[src/rtl/nor_seq_pkg.sv]
package nor_seq_pkg;

    localparam int CYC_MAX = 6;
    localparam int STEP_W  = $clog2(CYC_MAX);
    localparam int OFF_W   = 12;
    localparam int CODE_W  = 8;

    typedef enum logic [2:0] {
        OP_IDENT     = 3'd0,
        OP_READRST   = 3'd1,
        OP_PROG      = 3'd2,
        OP_BLKERASE  = 3'd3,
        OP_CHIPERASE = 3'd4,
        OP_QUERY     = 3'd5
    } nor_op_e;

    typedef enum logic [1:0] {
        SRC_CMD  = 2'd0,
        SRC_BASE = 2'd1,
        SRC_USER = 2'd2
    } addr_src_e;

    typedef struct packed {
        addr_src_e          src;
        logic [OFF_W-1:0]   off;
        logic               take_user;
        logic [CODE_W-1:0]  code;
    } bus_cyc_t;

    localparam logic [OFF_W-1:0] OFF_LONG  = 12'h555;
    localparam logic [OFF_W-1:0] OFF_SHORT = 12'h2AA;
    localparam logic [OFF_W-1:0] OFF_QRY   = 12'h055;

    function automatic bus_cyc_t mk_cyc(addr_src_e s, logic [OFF_W-1:0] o,
                                        logic u, logic [CODE_W-1:0] c);
        bus_cyc_t r;
        r.src       = s;
        r.off       = o;
        r.take_user = u;
        r.code      = c;
        return r;
    endfunction

    function automatic logic op_known(logic [2:0] code);
        return code <= 3'd5;
    endfunction

    function automatic logic [STEP_W-1:0] op_last_step(nor_op_e op);
        case (op)
            OP_IDENT:     return STEP_W'(2);
            OP_PROG:      return STEP_W'(3);
            OP_BLKERASE:  return STEP_W'(5);
            OP_CHIPERASE: return STEP_W'(5);
            default:      return STEP_W'(0);
        endcase
    endfunction

    // Command table: one entry per (operation, step)
    function automatic bus_cyc_t op_cycle(nor_op_e op, logic [STEP_W-1:0] step);
        bus_cyc_t c;
        c = mk_cyc(SRC_CMD, OFF_LONG, 1'b0, 8'hAA);
        case (op)
            OP_READRST: c = mk_cyc(SRC_BASE, '0, 1'b0, 8'hF0);
            OP_QUERY:   c = mk_cyc(SRC_CMD, OFF_QRY, 1'b0, 8'h98);
            default: begin
                if (step == STEP_W'(0)) begin
                    c = mk_cyc(SRC_CMD, OFF_LONG, 1'b0, 8'hAA);
                end else if (step == STEP_W'(1)) begin
                    c = mk_cyc(SRC_CMD, OFF_SHORT, 1'b0, 8'h55);
                end else begin
                    case (op)
                        OP_IDENT: c = mk_cyc(SRC_CMD, OFF_LONG, 1'b0, 8'h90);
                        OP_PROG: begin
                            if (step == STEP_W'(2))
                                c = mk_cyc(SRC_CMD, OFF_LONG, 1'b0, 8'hA0);
                            else
                                c = mk_cyc(SRC_USER, '0, 1'b1, 8'h00);
                        end
                        default: begin
                            case (step)
                                STEP_W'(2): c = mk_cyc(SRC_CMD, OFF_LONG, 1'b0, 8'h80);
                                STEP_W'(3): c = mk_cyc(SRC_CMD, OFF_LONG, 1'b0, 8'hAA);
                                STEP_W'(4): c = mk_cyc(SRC_CMD, OFF_SHORT, 1'b0, 8'h55);
                                default: begin
                                    if (op == OP_CHIPERASE)
                                        c = mk_cyc(SRC_CMD, OFF_LONG, 1'b0, 8'h10);
                                    else
                                        c = mk_cyc(SRC_USER, '0, 1'b0, 8'h30);
                                end
                            endcase
                        end
                    endcase
                end
            end
        endcase
        return c;
    endfunction

endpackage

[src/rtl/nor_bank_sel.sv]
module nor_bank_sel #(
    parameter int ADDR_W    = 24,
    parameter int NUM_BANKS = 4,
    parameter logic [NUM_BANKS*ADDR_W-1:0] BANK_BASES = '0,
    localparam int SEL_W = $clog2(NUM_BANKS)
) (
    input  logic [SEL_W-1:0]  sel,
    output logic [ADDR_W-1:0] base
);
    logic [ADDR_W-1:0] bases [NUM_BANKS];

    for (genvar g = 0; g < NUM_BANKS; g++) begin : g_base
        assign bases[g] = BANK_BASES[g*ADDR_W +: ADDR_W];
    end

    assign base = bases[sel];
endmodule

[src/rtl/nor_addr_gen.sv]
module nor_addr_gen
    import nor_seq_pkg::*;
#(
    parameter int ADDR_W = 24,
    parameter int DATA_W = 16
) (
    input  bus_cyc_t          cyc,
    input  logic [ADDR_W-1:0] base,
    input  logic [ADDR_W-1:0] user_addr,
    input  logic [DATA_W-1:0] user_data,
    input  logic              wide,
    output logic [ADDR_W-1:0] addr,
    output logic [DATA_W-1:0] data
);
    logic [ADDR_W-1:0] off_scaled;

    assign off_scaled = ADDR_W'(cyc.off) << wide;

    always_comb begin
        case (cyc.src)
            SRC_CMD:  addr = base + off_scaled;
            SRC_BASE: addr = base;
            default:  addr = base + user_addr;
        endcase
        data = cyc.take_user ? user_data : DATA_W'(cyc.code);
    end
endmodule

[src/rtl/nor_seq_fsm.sv]
module nor_seq_fsm
    import nor_seq_pkg::*;
(
    input  logic              clk,
    input  logic              rst,
    input  logic              start,
    input  nor_op_e           start_op,
    input  logic              bus_ack,
    output logic              running,
    output nor_op_e           op_q,
    output logic [STEP_W-1:0] step_q,
    output logic              done
);
    typedef enum logic {S_IDLE, S_RUN} seq_st_e;
    seq_st_e st;

    assign running = (st == S_RUN);

    always_ff @(posedge clk) begin
        if (rst) begin
            st     <= S_IDLE;
            op_q   <= OP_READRST;
            step_q <= '0;
            done   <= 1'b0;
        end else begin
            done <= 1'b0;
            case (st)
                S_IDLE: begin
                    if (start) begin
                        op_q   <= start_op;
                        step_q <= '0;
                        st     <= S_RUN;
                    end
                end
                default: begin
                    if (bus_ack) begin
                        if (step_q == op_last_step(op_q)) begin
                            st   <= S_IDLE;
                            done <= 1'b1;
                        end else begin
                            step_q <= step_q + 1'b1;
                        end
                    end
                end
            endcase
        end
    end
endmodule

[src/rtl/nor_cmd_seq.sv]
module nor_cmd_seq
    import nor_seq_pkg::*;
#(
    parameter int ADDR_W    = 24,
    parameter int DATA_W    = 16,
    parameter int NUM_BANKS = 4,
    parameter logic [NUM_BANKS*ADDR_W-1:0] BANK_BASES =
        {24'hC00000, 24'h800000, 24'h400000, 24'h000000},
    localparam int BSEL_W = $clog2(NUM_BANKS)
) (
    input  logic              clk,
    input  logic              rst,
    input  logic              req_valid,
    input  logic [2:0]        req_op,
    input  logic [BSEL_W-1:0] req_bank,
    input  logic [ADDR_W-1:0] req_addr,
    input  logic [DATA_W-1:0] req_data,
    input  logic              req_wide,
    output logic              req_accept,
    output logic              req_refused,
    output logic              busy,
    output logic              done,
    output logic [ADDR_W-1:0] bus_addr,
    output logic [DATA_W-1:0] bus_wdata,
    output logic              bus_we,
    input  logic              bus_ack
);
    logic              running;
    nor_op_e           op_q;
    logic [STEP_W-1:0] step_q;
    logic [ADDR_W-1:0] sel_base;
    logic [ADDR_W-1:0] base_q;
    logic [ADDR_W-1:0] addr_q;
    logic [DATA_W-1:0] data_q;
    logic              wide_q;
    bus_cyc_t          cur_cyc;

    assign req_accept  = req_valid && !running && op_known(req_op);
    assign req_refused = req_valid && running;
    assign busy        = running;
    assign bus_we      = running;

    nor_bank_sel #(
        .ADDR_W    (ADDR_W),
        .NUM_BANKS (NUM_BANKS),
        .BANK_BASES(BANK_BASES)
    ) u_bank (
        .sel (req_bank),
        .base(sel_base)
    );

    always_ff @(posedge clk) begin
        if (rst) begin
            base_q <= '0;
            addr_q <= '0;
            data_q <= '0;
            wide_q <= 1'b0;
        end else if (req_accept) begin
            base_q <= sel_base;
            addr_q <= req_addr;
            data_q <= req_data;
            wide_q <= req_wide;
        end
    end

    nor_seq_fsm u_fsm (
        .clk     (clk),
        .rst     (rst),
        .start   (req_accept),
        .start_op(nor_op_e'(req_op)),
        .bus_ack (bus_ack),
        .running (running),
        .op_q    (op_q),
        .step_q  (step_q),
        .done    (done)
    );

    assign cur_cyc = op_cycle(op_q, step_q);

    nor_addr_gen #(
        .ADDR_W(ADDR_W),
        .DATA_W(DATA_W)
    ) u_agen (
        .cyc      (cur_cyc),
        .base     (base_q),
        .user_addr(addr_q),
        .user_data(data_q),
        .wide     (wide_q),
        .addr     (bus_addr),
        .data     (bus_wdata)
    );
endmodule

[config.mk]
export PLATFORM = sky130hd
export DESIGN_NAME = nor_cmd_seq
export DESIGN_NICKNAME = d
export VERILOG_FILES = /design/src/rtl/nor_seq_pkg.sv /design/src/rtl/nor_bank_sel.sv /design/src/rtl/nor_addr_gen.sv /design/src/rtl/nor_seq_fsm.sv /design/src/rtl/nor_cmd_seq.sv
export SDC_FILE = /design/constraint.sdc
export NUM_CORES = 1
export LEC_CHECK = 0
export ABC_AREA = 1
export BUFFER_PORTS_ARGS = -buffer_cell sky130_fd_sc_hd__buf_2
export CAP_MARGIN = 20
export CORE_MARGIN = 2
export CORE_UTILIZATION = 35
export DETAILED_ROUTE_END_ITERATION = 10
export GPL_TIMING_DRIVEN = 0
export PLACE_DENSITY = 0.59
export SLEW_MARGIN = 40
export SYNTH_ARGS = -nofsm -noshare
export SYNTH_HDL_FRONTEND = slang
export SYNTH_HIERARCHICAL = 1
export SYNTH_SLANG_ARGS = --single-unit
[constraint.sdc]
create_clock -name clk -period 5.7 [get_ports clk]
set_clock_uncertainty 0.05 [all_clocks]
set_input_delay 1.425 -clock clk [delete_from_list [all_inputs] [get_ports clk]]
set_output_delay 1.425 -clock clk [all_outputs]
set_load 0.1 [all_outputs]
# [Word-level counts from Yosys, hierarchy flattened]
# Index checks and enable logic that the tools add are counted.
[classes] shifts=1 add_sub_neg=3 eq_ne=13 bitwise_logic=3 muxes=25 n_lt_le_gt_ge=2 n_reduce_logical=12
[op_table] cell="$mux W23" n=4
[op_table] cell="$pmux W23 S2" n=2
[op_table] cell="$pmux W23 S3" n=1
[op_table] cell="$add A24 B24 Y24" n=2
[op_table] cell="$bmux W24 S2" n=1
[op_table] cell="$mux W24" n=2
[op_table] cell="$pmux W24 S2" n=1
[op_table] cell="$shl A12 B1 Y24" n=1
[op_table] cell="$mux W3" n=7
[op_table] cell="$mux W16" n=1
[op_table] cell="$eq A3 B2 Y1 const B" n=4
[op_table] cell="$eq A3 B3 Y1 const B" n=3
[op_table] cell="$pmux W3 S3" n=1
[op_table] cell="$eq A3 B1 Y1 const B" n=2
[op_table] cell="$logic_not A3 Y1" n=2
[op_table] cell="$mux W1" n=5
[op_table] cell="$ne A2 B2 Y1 const B" n=2
[op_table] cell="$add A3 B1 Y3 const B" n=1
[op_table] cell="$eq A3 B3 Y1" n=1
[op_table] cell="$ge A3 B3 Y1 const B" n=1
[op_table] cell="$le A3 B3 Y1 const B" n=1
[op_table] cell="$logic_and A1 B1 Y1" n=3
[op_table] cell="$not A2 Y3" n=1
[op_table] cell="$reduce_and A3 Y1" n=1
[op_table] cell="8 further kinds" n=9
[totals] word_cells=67 input_bits=50 out_inout_bits=45 regBits=73

# [Longest topological paths before layout]
[depth] ltp_word=10 mapped_depth=24 mapped_depth_nobuf=24

# [By module]
# The synthesis kept the hierarchy.
[modules_own_cells] mod="nor_cmd_seq" instances=1 area_each_um2=2580.0 cells_each=344 seq_area_each_um2=1301.2
[modules_own_cells] mod="nor_addr_gen" instances=1 area_each_um2=2502.4 cells_each=532 seq_area_each_um2=0.0
[modules_own_cells] mod="nor_seq_fsm" instances=1 area_each_um2=432.9 cells_each=59 seq_area_each_um2=160.2
[modules_own_cells] mod="nor_bank_sel" instances=1 area_each_um2=183.9 cells_each=25 seq_area_each_um2=0.0

# [Worst setup path before layout]
# No wires, ideal clock.
[synth_timing] path_type="reg2out" startpoint="register u_fsm.op_q[2]" endpoint="output bus_addr[4]" slack_ns=-0.570 arrival_ns=4.795 n_path_buf=1 path_stages_with_launch=19 required_ns=4.225 cell_sequence="dfxtp_1 inv_1 nand2_1 inv_1 nand3_1 a211oi_1 inv_1 nand2_1 clkbuf_1 nand2_1 o21ai_0 ha_1 inv_1 fa_1 inv_1 nand3_1 nand3_1 xnor2_1 o21ai_0"
[synth_rtl] element="start, declared" line_no="nor_seq_fsm.sv:10" text="output nor_op_e op_q,"
[synth_rtl] element="start signal, assigned" line_no="nor_seq_fsm.sv:30" text="op_q <= start_op;"
[synth_rtl] element="end, declared" line_no="nor_cmd_seq.sv:23" text="output logic [ADDR_W-1:0] bus_addr,"

==> impl_metrics.ini <==
[status]
run_status = completed

[placed_design]
gp_congestion = 0.901
dpl.hpwl_um = 13000
portBuffers = 92
place_ws_ns = -0.0241
place_inst = 1290

[layout]
antenna_cells = 0
final_cells = 1307
final_cell_mix = nand2_1 (365), inv_1 (125), buf_2 (97)
drive_gt1_share_pct = 20.3
area_growth_pct = 21.6
mostFrequentLayoutCell = nand2_1
n_fill_cell = 1779
fin_nets = 1161
final_core_util_pct = 43.6

[clocking]
htreeDepth = 3
clkTransAtPathRegs_ns = 0.07
clkLatencyLatePin_ns = 0.34
cts.sink_count = 73
cts_root_buf = clkbuf_16
clockBufferDepth = 2
numCtsBuffers = 9
cts_tree = built
postCtsHoldBufs = 0

[global_route]
antenna_found_initial = 1
grt.overflow.total = 0
grt_usage_pct = 19.1
grt_max_degree = 14
grt_pass1_vias = 5279
grt_pass1_wl_um = 26600

[floorplan]
core_region_area_um2 = 15900
initial_core_util_pct = 35.9
dieArea_um2 = 17300
die_y_um = 132
die_x_um = 132
ios = 95
num_rows = 46

[sta]
setup_violations = 0
worst_slack_ns = 0.291
period_share_pct = 94.9
holdWs_ns = 0.412
slew_headroom_pct = 50.1
max_freq_mhz = 185
slew_violations = 0
tightest_slew_ns = 0.748
finalHoldViolations = 0
final.min_clock_period_ns = 5.41

[setup_path]
path_class = reg -> out
path_cells = nor2_1 -> nand2_1 -> nand4_1 -> a211oi_2 -> inv_1 -> nand2_2 -> clkbuf_4 -> nand2_1 -> o21ai_0 -> ha_2 -> inv_1 -> fa_1 -> inv_2 -> nand2_1 -> nand3_1 -> or2_2 -> nand3_1 -> nand2_1 -> buf_2
cp.required_ns = 4.22
crit_top_cell = nand2_1
start_kind = register
endpoint_kind = primary output
cp_slowest_stage_delay_ns = 0.49
cp_max_fo = 10
cp_data_arrival_time_ns = 3.93
cpMaxStageDelayCell = dfxtp_1

[logic_synthesis]
synth_seq_area_share_pct = 25.6
synthCells = 960
yosys_register_bits = 73
async_reset_ff_share_pct = 0
synth_cell_types = 35
syn_area_um2 = 5700
avgSynthCellArea_um2 = 5.94
synthFlopType = dfxtp_1
yosys_warnings = 6
synth_edf_count = 0

[power_and_ir_drop]
power.total_mw = 2.14
power_density_nw_per_um2 = 309
p_leak_nw = 3.61
ir_drop_v = 0.000249

[min_path]
min_path_type = reg -> reg

[route]
drc = 0
met3_length_um = 752
wl_met1_um = 8230
vias = 5933
drt_iter0_markers = 312
drtPass1Iterations = 5
highest_layer = met5
wire_per_inst_um = 12.5
drt-total-wl_um = 16300
ant_nets = 0
wl_met2_um = 7040
post_drt_via_cell_ratio = 4.54

[job]
maxCapViolations = 0
==> critical path: cells and delay by family, from the launching register on <==
kind	cells	cell delay [ns]
simple gates	10	1.09
buf+inv	5	0.92
fa+ha+maj	2	0.66
flops	1	0.49
compound gates	2	0.42
==> routing by layer <==
metal / global-route usage (%) / vias to the layer above
met4: 4.77 / 2
met5: 0 / -
met3: 3.86 / 16
met2: 30.6 / 115
met1: 26.4 / 2597
li1: - / 3203
==> metrics by stage <==
stage / setup TNS, ns / instance area [um^2]
2_1_floorplan: 0 / 5790
3_3_place_gp: -0.00306 / 6520
3_5_place_dp: -0.0297 / 6520
4_1_cts: 0 / 6870
5_1_grt: -0.0306 / 6930
6_report: 0 / 6930
==> cells by family after synthesis <==
family                     count (synthesis)  share of synthesized area, %
buffers and inverters                    185                          14.9
adders and majority gates                 25                          5.62
other                                      2                         0.132
and+or+nand+nor                          535                          39.1
DFF                                       73                          25.6
AOI/OAI and AO/OA                        128                          12.4
muxes                                      8                          1.58
xor gates and xnor gates                   4                         0.615
==> report_power, final <==
| group | internal [mW] | switching [mW] | leakage [nW] |
|---|---|---|---|
| registers | 0.545 | 0.0302 | 0.599 |
| clock network | 0.396 | 0.226 | 0.151 |
| logic | 0.231 | 0.715 | 2.86 |
| total | 1.17 | 0.971 | 3.61 |
==> layout make-up <==
type / instances / area [um^2] / share of cell area [%]
plain buffers: 57 / 374 / 5.40
clock buffers: 10 / 239 / 3.45
clock inverters: 6 / 91.3 / 1.32
inverters: 128 / 480 / 6.94
multi-input cells: 724 / 3500 / 50.6
flip-flops and latches: 73 / 1470 / 21.2
well taps: 216 / 270 / 3.90
repair buffers: 93 / 503 / 7.26
==> sequential cells by signal (all words and copies together) (netlist names) <==
signal         count
u_fsm/done         1
wide_q             1
addr_q            24
data_q            16
u_fsm/op_q         3
u_fsm/step_q       3
base_q            24
u_fsm/running      1
==> timing repair <==
item / in CTS / in global routing
setup buffers: 0 / 1
gates resized for setup: 8 / 18
setup endpoints to repair: 14 / 18
pin swaps: 0 / 2
==> Yosys cell counts, types with 3 or more instances <==
library cell / number / area share [%]
nand4_1: 7 / 0.77
nor2_1: 71 / 4.7
nand2_1: 367 / 24
a21oi_1: 92 / 8.1
buf_4: 28 / 3.7
dfxtp_1: 73 / 26
o21ai_0: 16 / 1.4
nand3_1: 48 / 4.2
buf_2: 11 / 0.97
inv_1: 126 / 8.3
nor3_1: 3 / 0.26
nand2_2: 17 / 1.9
a21oi_2: 12 / 1.8
nand3_2: 3 / 0.53
or2_2: 4 / 0.44
clkbuf_1: 13 / 0.86
nand3b_1: 6 / 0.79
ha_1: 24 / 5.3
nor2_4: 3 / 0.59
buf_6: 5 / 0.99
mux2_2: 8 / 1.6
o211ai_1: 3 / 0.40
==> path summary, 6_finish.rpt <==
path,slack (ns),to,start,cells after the start
min,0.41,data_q[7],data_q[7],2
max,0.29,bus_addr[6],u_fsm/step_q[1],19
min reg2reg,0.41,data_q[7],data_q[7],2
max reg2reg,3.97,u_fsm/op_q[2],u_fsm/running,9
Note: power is estimated with default switching activity, not from simulation.
